File: config.mk
export PLATFORM = sky130hd
export DESIGN_NAME = flash_cmd_decoder
export DESIGN_NICKNAME = d
export VERILOG_FILES = /design/src/rtl/flash_cmd_decoder.sv
export SDC_FILE = /design/constraint.sdc
export NUM_CORES = 1
export LEC_CHECK = 0
export BUFFER_PORTS_ARGS = -buffer_cell sky130_fd_sc_hd__buf_2
export CORE_AREA = 5 5 79 154
export DETAILED_ROUTE_END_ITERATION = 8
export DIE_AREA = 0 0 84 159
export PLACE_DENSITY_LB_ADDON = 0.08
export SLEW_MARGIN = 5
export SYNTH_ARGS = -nofsm -noshare
export SYNTH_HDL_FRONTEND = slang
export SYNTH_SLANG_ARGS = --single-unit
File: constraint.sdc
create_clock -name clk -period 9.05 [get_ports clk]
set_clock_uncertainty 0.15 [all_clocks]
set_input_delay 0 -clock clk [delete_from_list [all_inputs] [get_ports clk]]
set_output_delay 0 -clock clk [all_outputs]
set_load 0.005 [all_outputs]
File: src/rtl/flash_cmd_decoder.sv
module flash_cmd_decoder #(
  parameter int ADDR_W  = 20,
  parameter int DATA_W  = 16,
  parameter int BIG_W   = 15,
  parameter int SMALL_W = 12,
  parameter int CMD_W   = 12
) (
  input  logic              clk,
  input  logic              rst_n,
  input  logic              wr_en,
  input  logic [ADDR_W-1:0] wr_addr,
  input  logic [DATA_W-1:0] wr_data,
  input  logic              boot_top,
  input  logic              busy,
  output logic              prog_go,
  output logic              sect_erase_go,
  output logic              chip_erase_go,
  output logic              lock_reject,
  output logic [ADDR_W-1:0] op_addr,
  output logic [DATA_W-1:0] op_data,
  output logic              id_mode
);
  localparam int NUM_BIG   = (1 << (ADDR_W - BIG_W)) - 1;
  localparam int NUM_SMALL = 1 << (BIG_W - SMALL_W);
  localparam int NSECT     = NUM_BIG + NUM_SMALL;
  localparam int SECT_W    = $clog2(NSECT);
  localparam int BLK_W     = ADDR_W - BIG_W;
  localparam int SUB_W     = BIG_W - SMALL_W;
  localparam logic [CMD_W-1:0] ADR_A = CMD_W'(12'h555);
  localparam logic [CMD_W-1:0] ADR_B = CMD_W'(12'hAAA);

  typedef enum logic [2:0] {S_IDLE, S_UL1, S_UL2, S_PROG, S_ER1, S_ER2, S_ER3} state_t;

  state_t           state;
  logic [NSECT-1:0] locks;
  logic [SECT_W-1:0] sect;

  wire [BLK_W-1:0] blk = wr_addr[ADDR_W-1:BIG_W];
  wire [SUB_W-1:0] sub = wr_addr[BIG_W-1:SMALL_W];
  wire [7:0]       cmd = wr_data[7:0];
  wire             at_a = wr_addr[CMD_W-1:0] == ADR_A;
  wire             at_b = wr_addr[CMD_W-1:0] == ADR_B;
  wire             take = wr_en && !busy;
  wire             sect_locked = locks[sect];

  always_comb begin
    if (boot_top)
      sect = (blk == '1) ? SECT_W'(NUM_BIG) + SECT_W'(sub) : SECT_W'(blk);
    else
      sect = (blk == '0) ? SECT_W'(sub) : SECT_W'(NUM_SMALL - 1) + SECT_W'(blk);
  end

  always_ff @(posedge clk) begin
    if (!rst_n) begin
      state         <= S_IDLE;
      locks         <= '0;
      id_mode       <= 1'b0;
      prog_go       <= 1'b0;
      sect_erase_go <= 1'b0;
      chip_erase_go <= 1'b0;
      lock_reject   <= 1'b0;
      op_addr       <= '0;
      op_data       <= '0;
    end else begin
      prog_go       <= 1'b0;
      sect_erase_go <= 1'b0;
      chip_erase_go <= 1'b0;
      lock_reject   <= 1'b0;
      if (take) begin
        if (cmd == 8'hF0 && state != S_PROG) begin
          state   <= S_IDLE;
          id_mode <= 1'b0;
        end else begin
          state <= S_IDLE;
          case (state)
            S_IDLE: if (at_a && cmd == 8'hAA) state <= S_UL1;
            S_UL1:  if (at_b && cmd == 8'h55) state <= S_UL2;
            S_UL2:
              if (at_a) begin
                case (cmd)
                  8'hA0:   state <= S_PROG;
                  8'h80:   state <= S_ER1;
                  8'h90:   id_mode <= 1'b1;
                  default: state <= S_IDLE;
                endcase
              end
            S_PROG:
              if (sect_locked) lock_reject <= 1'b1;
              else begin
                prog_go <= 1'b1;
                op_addr <= wr_addr;
                op_data <= wr_data;
              end
            S_ER1: if (at_a && cmd == 8'hAA) state <= S_ER2;
            S_ER2: if (at_b && cmd == 8'h55) state <= S_ER3;
            S_ER3:
              if (cmd == 8'h10 && at_a) begin
                if (|locks) lock_reject <= 1'b1;
                else begin
                  chip_erase_go <= 1'b1;
                  op_addr       <= '0;
                end
              end else if (cmd == 8'h30) begin
                if (sect_locked) lock_reject <= 1'b1;
                else begin
                  sect_erase_go <= 1'b1;
                  op_addr       <= wr_addr;
                end
              end else if (cmd == 8'h60) begin
                locks[sect] <= 1'b1;
              end
            default: state <= S_IDLE;
          endcase
        end
      end
    end
  end
endmodule

**Word-level counts from Yosys, hierarchy flattened**

Index checks and enable logic that the tools add are counted.

- Register bits: 83
- Input port bits: 41
- Output and inout bits: 41
- Logic and storage cells: 96

- $add $sub $neg: 2
- Order comparisons: 2
- Equality and inequality tests: 21
- Muxes and demuxes: 31
- Bitwise logic cells: 9
- Reduce and logical (&&, ||, !) cells: 22

Operators with widths:

| kind | number |
|---|---|
| 2-to-1 mux 20 bit | 4 |
| == test 8 bit (second input constant) | 5 |
| case mux 20 bit (2 select lines) | 1 |
| bitwise OR 39 bit | 1 |
| OR reduction 39 bit | 1 |
| 2-to-1 mux 6 bit | 3 |
| == test 8 x 7 -> 1 bit (second input constant) | 2 |
| case mux 3 bit (5 select lines) | 1 |
| 2-to-1 mux 1 bit | 13 |
| == test 12 x 11 -> 1 bit (second input constant) | 1 |
| == test 12 bit (second input constant) | 1 |
| 2-to-1 mux 3 bit | 4 |
| == test 3 bit (second input constant) | 3 |
| == test 8 x 5 -> 1 bit (second input constant) | 1 |
| == test 8 x 6 -> 1 bit (second input constant) | 1 |
| inverter 1 bit | 8 |
| AND reduction 4 bit | 2 |
| nonzero test 2 bit | 4 |
| less-than comparator 6 x 7 -> 1 bit (second input constant) | 1 |
| adder 3 x 5 -> 6 bit (first input constant) | 1 |
| adder 5 x 3 -> 6 bit (first input constant) | 1 |
| binary-select mux 1 bit (select 6 bit) | 1 |
| demux 1 bit (select 6 bit) | 1 |
| == test 3 x 2 -> 1 bit (second input constant) | 2 |
| other kinds (18) | 24 |

**Logic depth before layout (Yosys ltp)**

- Depth after elaboration: 9
- Gate-level depth with buffers: 17

**Worst setup path after synthesis**

Ideal clock, no wire load.

- Path type: input to register
- Start point: input wr_addr[12]
- End point: register op_addr[0]
- Library setup time: 0.083 ns
- Arrival: 3.298 ns
- Required time: 8.817 ns
- Path slack: 5.520 ns
- Stages on the path: 15
- Buffers on the path: 3
- Cell sequence: inv_1 -> ha_1 -> ha_1 -> nand4_1 -> a31o_2 -> or2_2 -> buf_2 -> mux2_2 -> nor4_1 -> or4_1 -> or4_1 -> buf_2 -> buf_6 -> or4_1 -> o221ai_1

- Word-level cells in the longest chain between the ends: 9
- Elaborated cells between the ends (all ways): 10
- Classes of those cells: 1 x add/sub; 9 x mux

RTL lines:

| what | line | text |
|---|---|---|
| start: declaration | 11 | `input logic [ADDR_W-1:0] wr_addr,` |
| adder 5 x 3 -> 6 bit | 48 | `sect = (blk == '1) ? SECT_W'(NUM_BIG) + SECT_W'(sub) : SECT_W'(blk);` |
| 2-to-1 mux 6 bit | 48 |  |
| 2-to-1 mux 6 bit * | 47 | `if (boot_top)` |
| binary-select mux 1 bit (select 6 bit) * | 44 | `wire sect_locked = locks[sect];` |
| 2-to-1 mux 1 bit (not written as such) * | 44 |  |
| 2-to-1 mux 20 bit * | n/a |  |
| 2-to-1 mux 20 bit (2 in series) | n/a |  |
| case mux 20 bit (2 select lines) * | n/a |  |
| end signal: assignment | 91 | `op_addr <= wr_addr;` |
| end signal: assignment | 107 | `op_addr <= wr_addr;` |
| end: declaration | 19 | `output logic [ADDR_W-1:0] op_addr,` |

Every way passes the cells marked *; elsewhere a longest branch is shown, timed or not. The select of a mux whose other input is x is not followed.
A chain may end at the register's enable or synchronous reset.

**Worst setup path in the final report**

- Start point: input wr_addr[15]
- End point: register sect_erase_go

- Word-level cells in the longest chain between the ends: 6
- Elaborated cells between the ends (all ways): 9
- Classes of those cells: 1 x add/sub; 1 x eq/ne; 6 x mux; 1 x reduce/logical

RTL lines:

| what | line | text |
|---|---|---|
| adder 3 x 5 -> 6 bit, or another cell as far along | 50 | `sect = (blk == '0) ? SECT_W'(sub) : SECT_W'(NUM_SMALL - 1) + SECT_W'(blk);` |
| 2-to-1 mux 6 bit (on tied branches) | 50, 48 |  |
| 2-to-1 mux 6 bit * | 47 |  |
| binary-select mux 1 bit (select 6 bit) * | 44 |  |
| 2-to-1 mux 1 bit (not written as such) * | 44 |  |
| 2-to-1 mux 1 bit * | 104 | `if (sect_locked) lock_reject <= 1'b1;` |
| end signal: assignment | 59 | `sect_erase_go <= 1'b0;` |
| end signal: assignment | 66 | `sect_erase_go <= 1'b0;` |
| end signal: assignment | 106 | `sect_erase_go <= 1'b1;` |
| end: declaration | 16 | `output logic sect_erase_go,` |

Marked as above.

==> results by group <==
Critical path
  – Max FO, Critical Path: 53
  – Worst EP required: 9130 ps
  – Worst EP arrival: 5420 ps
  – Startpoint types: input pin
  – Slowest cell delay on critical path: roughly 820 ps
  – Slowest CP cell: nor2_1
  – Crit path cell chain: dlygate4sd3_1, buf_2, inv_1, ha_1, nor4b_4, mux2_2, nor2_1, o311a_1, a311oi_1, or4_1, or4_1, buf_4, nor2_1, buf_4, nor4_1, dlygate4sd3_1
  – Crit end category: register
  – Kind of critical path: in2reg

Global route
  – GR Layer Usage met2: between 40% and 50%
  – Pin count of the biggest net entering global routing: 86
  – Initial antenna violation count: 0
  – M1 GR Usage: 23.6%
  – First-pass GRT wire length: 24900 um
  – GRT Max-Usage Layer: met2
  – Global route overflow: 0
  – Overall Global Routing Usage: 23.0%
  – Vias in the first global route: 4952
  – Met3 Use GR: 3.52%

Clocking
  – CTS clk-pin slew, worst paths: 60 ps
  – Max clock buf depth: 2
  – TritonCTS clock tree: built
  – H-tree Lvls: 3
  – CTS Sinks: between 80 and 90
  – Post_cts resized: 0
  – Cts bufs inserted: 9
  – Clock latency on the worst-skew pair: 340 ps
  – Clk root buf: clkbuf_16

Logic synthesis
  – Mapped cell area: between 4000 and 5000 um2
  – Post-Syn Instances: 643
  – Syn nets: 689
  – Ys async rst share: 0%
  – Seq/Total Area, Yosys: between 30% and 40%
  – Main flop type after synthesis: dfxtp_1
  – Synth unique cells: 49
  – Post-synth EDFFs: 0
  – Seq cells post-synth: 83
  – Synth warn: 0
  – Avg Inst Size Synth: 7.41 um2

Power and ir drop
  – Pwr Density: 141 nW/um2
  – Sw Share: 28.5%
  – Peak supply drop: roughly 0.096 mV
  – Power Total: 828 uW
  – Logic pwr share: 15.4%
  – Seq pwr share: around 44%
  – Static Leakage: 0.00228 uW
  – Net Switching: 236 uW
  – Clk network pwr share: 40.5%
  – Int Pwr: slightly below 600 uW

Timing
  – Setup_tns: 0 ps
  – Worst-Margin Slew: 1070 ps
  – Final min period: 5340 ps
  – Slew headroom: 28.1%
  – # setup viols final: 0
  – Max Clk Rate: around 190 MHz
  – Slew Limit Fails: 0
  – Final hold violations: 0
  – Hold slack: 268 ps
  – Final period utilization: 59.0%
  – RSZ-0062 raised after global routing: false

Floorplan
  – # rows: 54
  – Starting density of the core: 44.1%
  – Die area: 13400 um2
  – I/O Pins: 82
  – Chip Width: 84 um
  – CORE AREA: approximately 11000 um2
  – Die H: 159 um

Finish
  – Number of nets in the layout: 776
  – Leading cell type in the layout, fill and taps excluded: nor2_1
  – Layout cells sized above 1: 15.8%
  – ANT cells: 0
  – Fill count: 1065
  – Area grow syn2layout: 22.9%
  – Final Cell Area: 5850 um2
  – Most frequent cells in the layout: 138 x nor2_1, 83 x dfxtp_1, 81 x buf_2, 79 x nand2_1, 43 x dlygate4sd3_1

Routing
  – Final ANT Viol Nets: 0
  – DRC Markers: 0
  – Vias per inst: 5.85
  – Final wirelength: 15400 um
  – First-pass detailed-route iteration total: 5
  – DR vias: ~5100
  – DRT iter0 DRCs: 374
  – Mean routed wirelength per cell: 17.6 um

Status
  – Status: complete, no violations

Worst hold path
  – Hold Path Class: in2reg

Placement
  – Placed instance area: 5150 um2
  – Number of port buffers: between 80 and 90
  – GPL Wtd Cong: 0.900
  – DP Wirelength: 10800 um

Run
  – Max-cap violations: 0
[flip-flops by register name, summed over array words and instances, names as in the netlist]
signal / flops
sect_erase_go: 1
chip_erase_go: 1
prog_go: 1
op_data: 16
lock_reject: 1
id_mode: 1
locks: 39
state: 3
op_addr: 20
[power by group through the flow]
stage / Clock [uW] / Combinational, uW / Sequential (uW)
floorplan: 0 / 82.5 / 373
global placement: 0 / 111 / 373
detailed placement: 0 / 111 / 373
CTS: 348 / 125 / 365
global route: 364 / 138 / 365
finish: 335 / 127 / 365
[Yosys cell counts, types with 6 or more instances]
library cell	instances	share of area [%]
nor2_1	138	11
dfxtp_1	83	35
nand2_1	79	6.2
clkbuf_1	40	3.2
nand3_1	25	2.6
nor3_1	23	2.4
nand4_1	21	2.8
o21ai_0	19	2.0
and3_1	17	2.2
nor4_1	17	2.2
o311ai_0	17	3.1
a2bb2oi_1	16	2.9
or4_1	12	1.9
o221ai_1	11	2.0
o32a_1	11	2.3
a21oi_1	10	1.1
buf_2	9	0.95
nand2b_1	9	1.2
or3_1	8	1.1
nor2b_1	7	0.92
inv_1	6	0.47
nor4bb_1	6	1.3
[critical path, delay by kind of cell]
family                   cells  cell delay [ps]
AND/OR/NAND/NOR              6             2550
buffers and inverters        6             1930
multiplexers                 1              390
AO/OA/AOI/OAI                2              340
adder cells (fa/ha/maj)      1              160
[per-layer routing]
| metal | up-vias | part of all wire, % |
|---|---|---|
| met2 | 187 | 53 |
| met5 | - | 0 |
| met4 | 0 | 6.1 |
| li1 | 2516 | - |
| met1 | 2366 | 36 |
| met3 | 49 | 4.8 |
[final cells by class]
type | instances | area (um2) | area share [%]
clock buffers | 9 | 225 | 3.85
clock inverters | 7 | 43.8 | 0.749
inverters | 7 | 26.3 | 0.449
multi-input cells | 499 | 2840 | 48.5
flip-flops and latches | 83 | 1660 | 28.4
well taps | 140 | 175 | 2.99
repair buffers | 130 | 881 | 15.1
[timing repair]
item,in CTS,in global routing
hold buffers,43,0
buffers inserted,0,0
endpoints found under the hold margin,41,0
[metrics by stage]
| step | cells | worst slack (ps) | utilization, % |
|---|---|---|---|
| global placement | 816 | 4590 | 47.7 |
| floorplan | 643 | 5520 | - |
| global route | 875 | 3460 | 54.1 |
| finish | 875 | 3710 | 54.1 |
| CTS | 875 | 3790 | 54.1 |
| detailed placement | 816 | 4470 | 47.7 |
[worst paths after layout]
kind	startpoint	to	slack, ps	cells after the start
max reg2reg	locks[11]	sect_erase_go	5390	10
min	rst_n	op_addr[9]	270	4
min reg2reg	locks[30]	locks[30]	350	2
max	wr_addr[15]	sect_erase_go	3710	16
[cell families after synthesis]
logic type	after synthesis	share of synthesized area, %
DFF	83	34.9
buffers and inverters	61	5.75
adders and majority gates	5	1.31
and+or+nand+nor	378	38.5
muxes	10	2.23
AOI/OAI and AO/OA	106	17.3
Power figures use the tool's default switching activity.
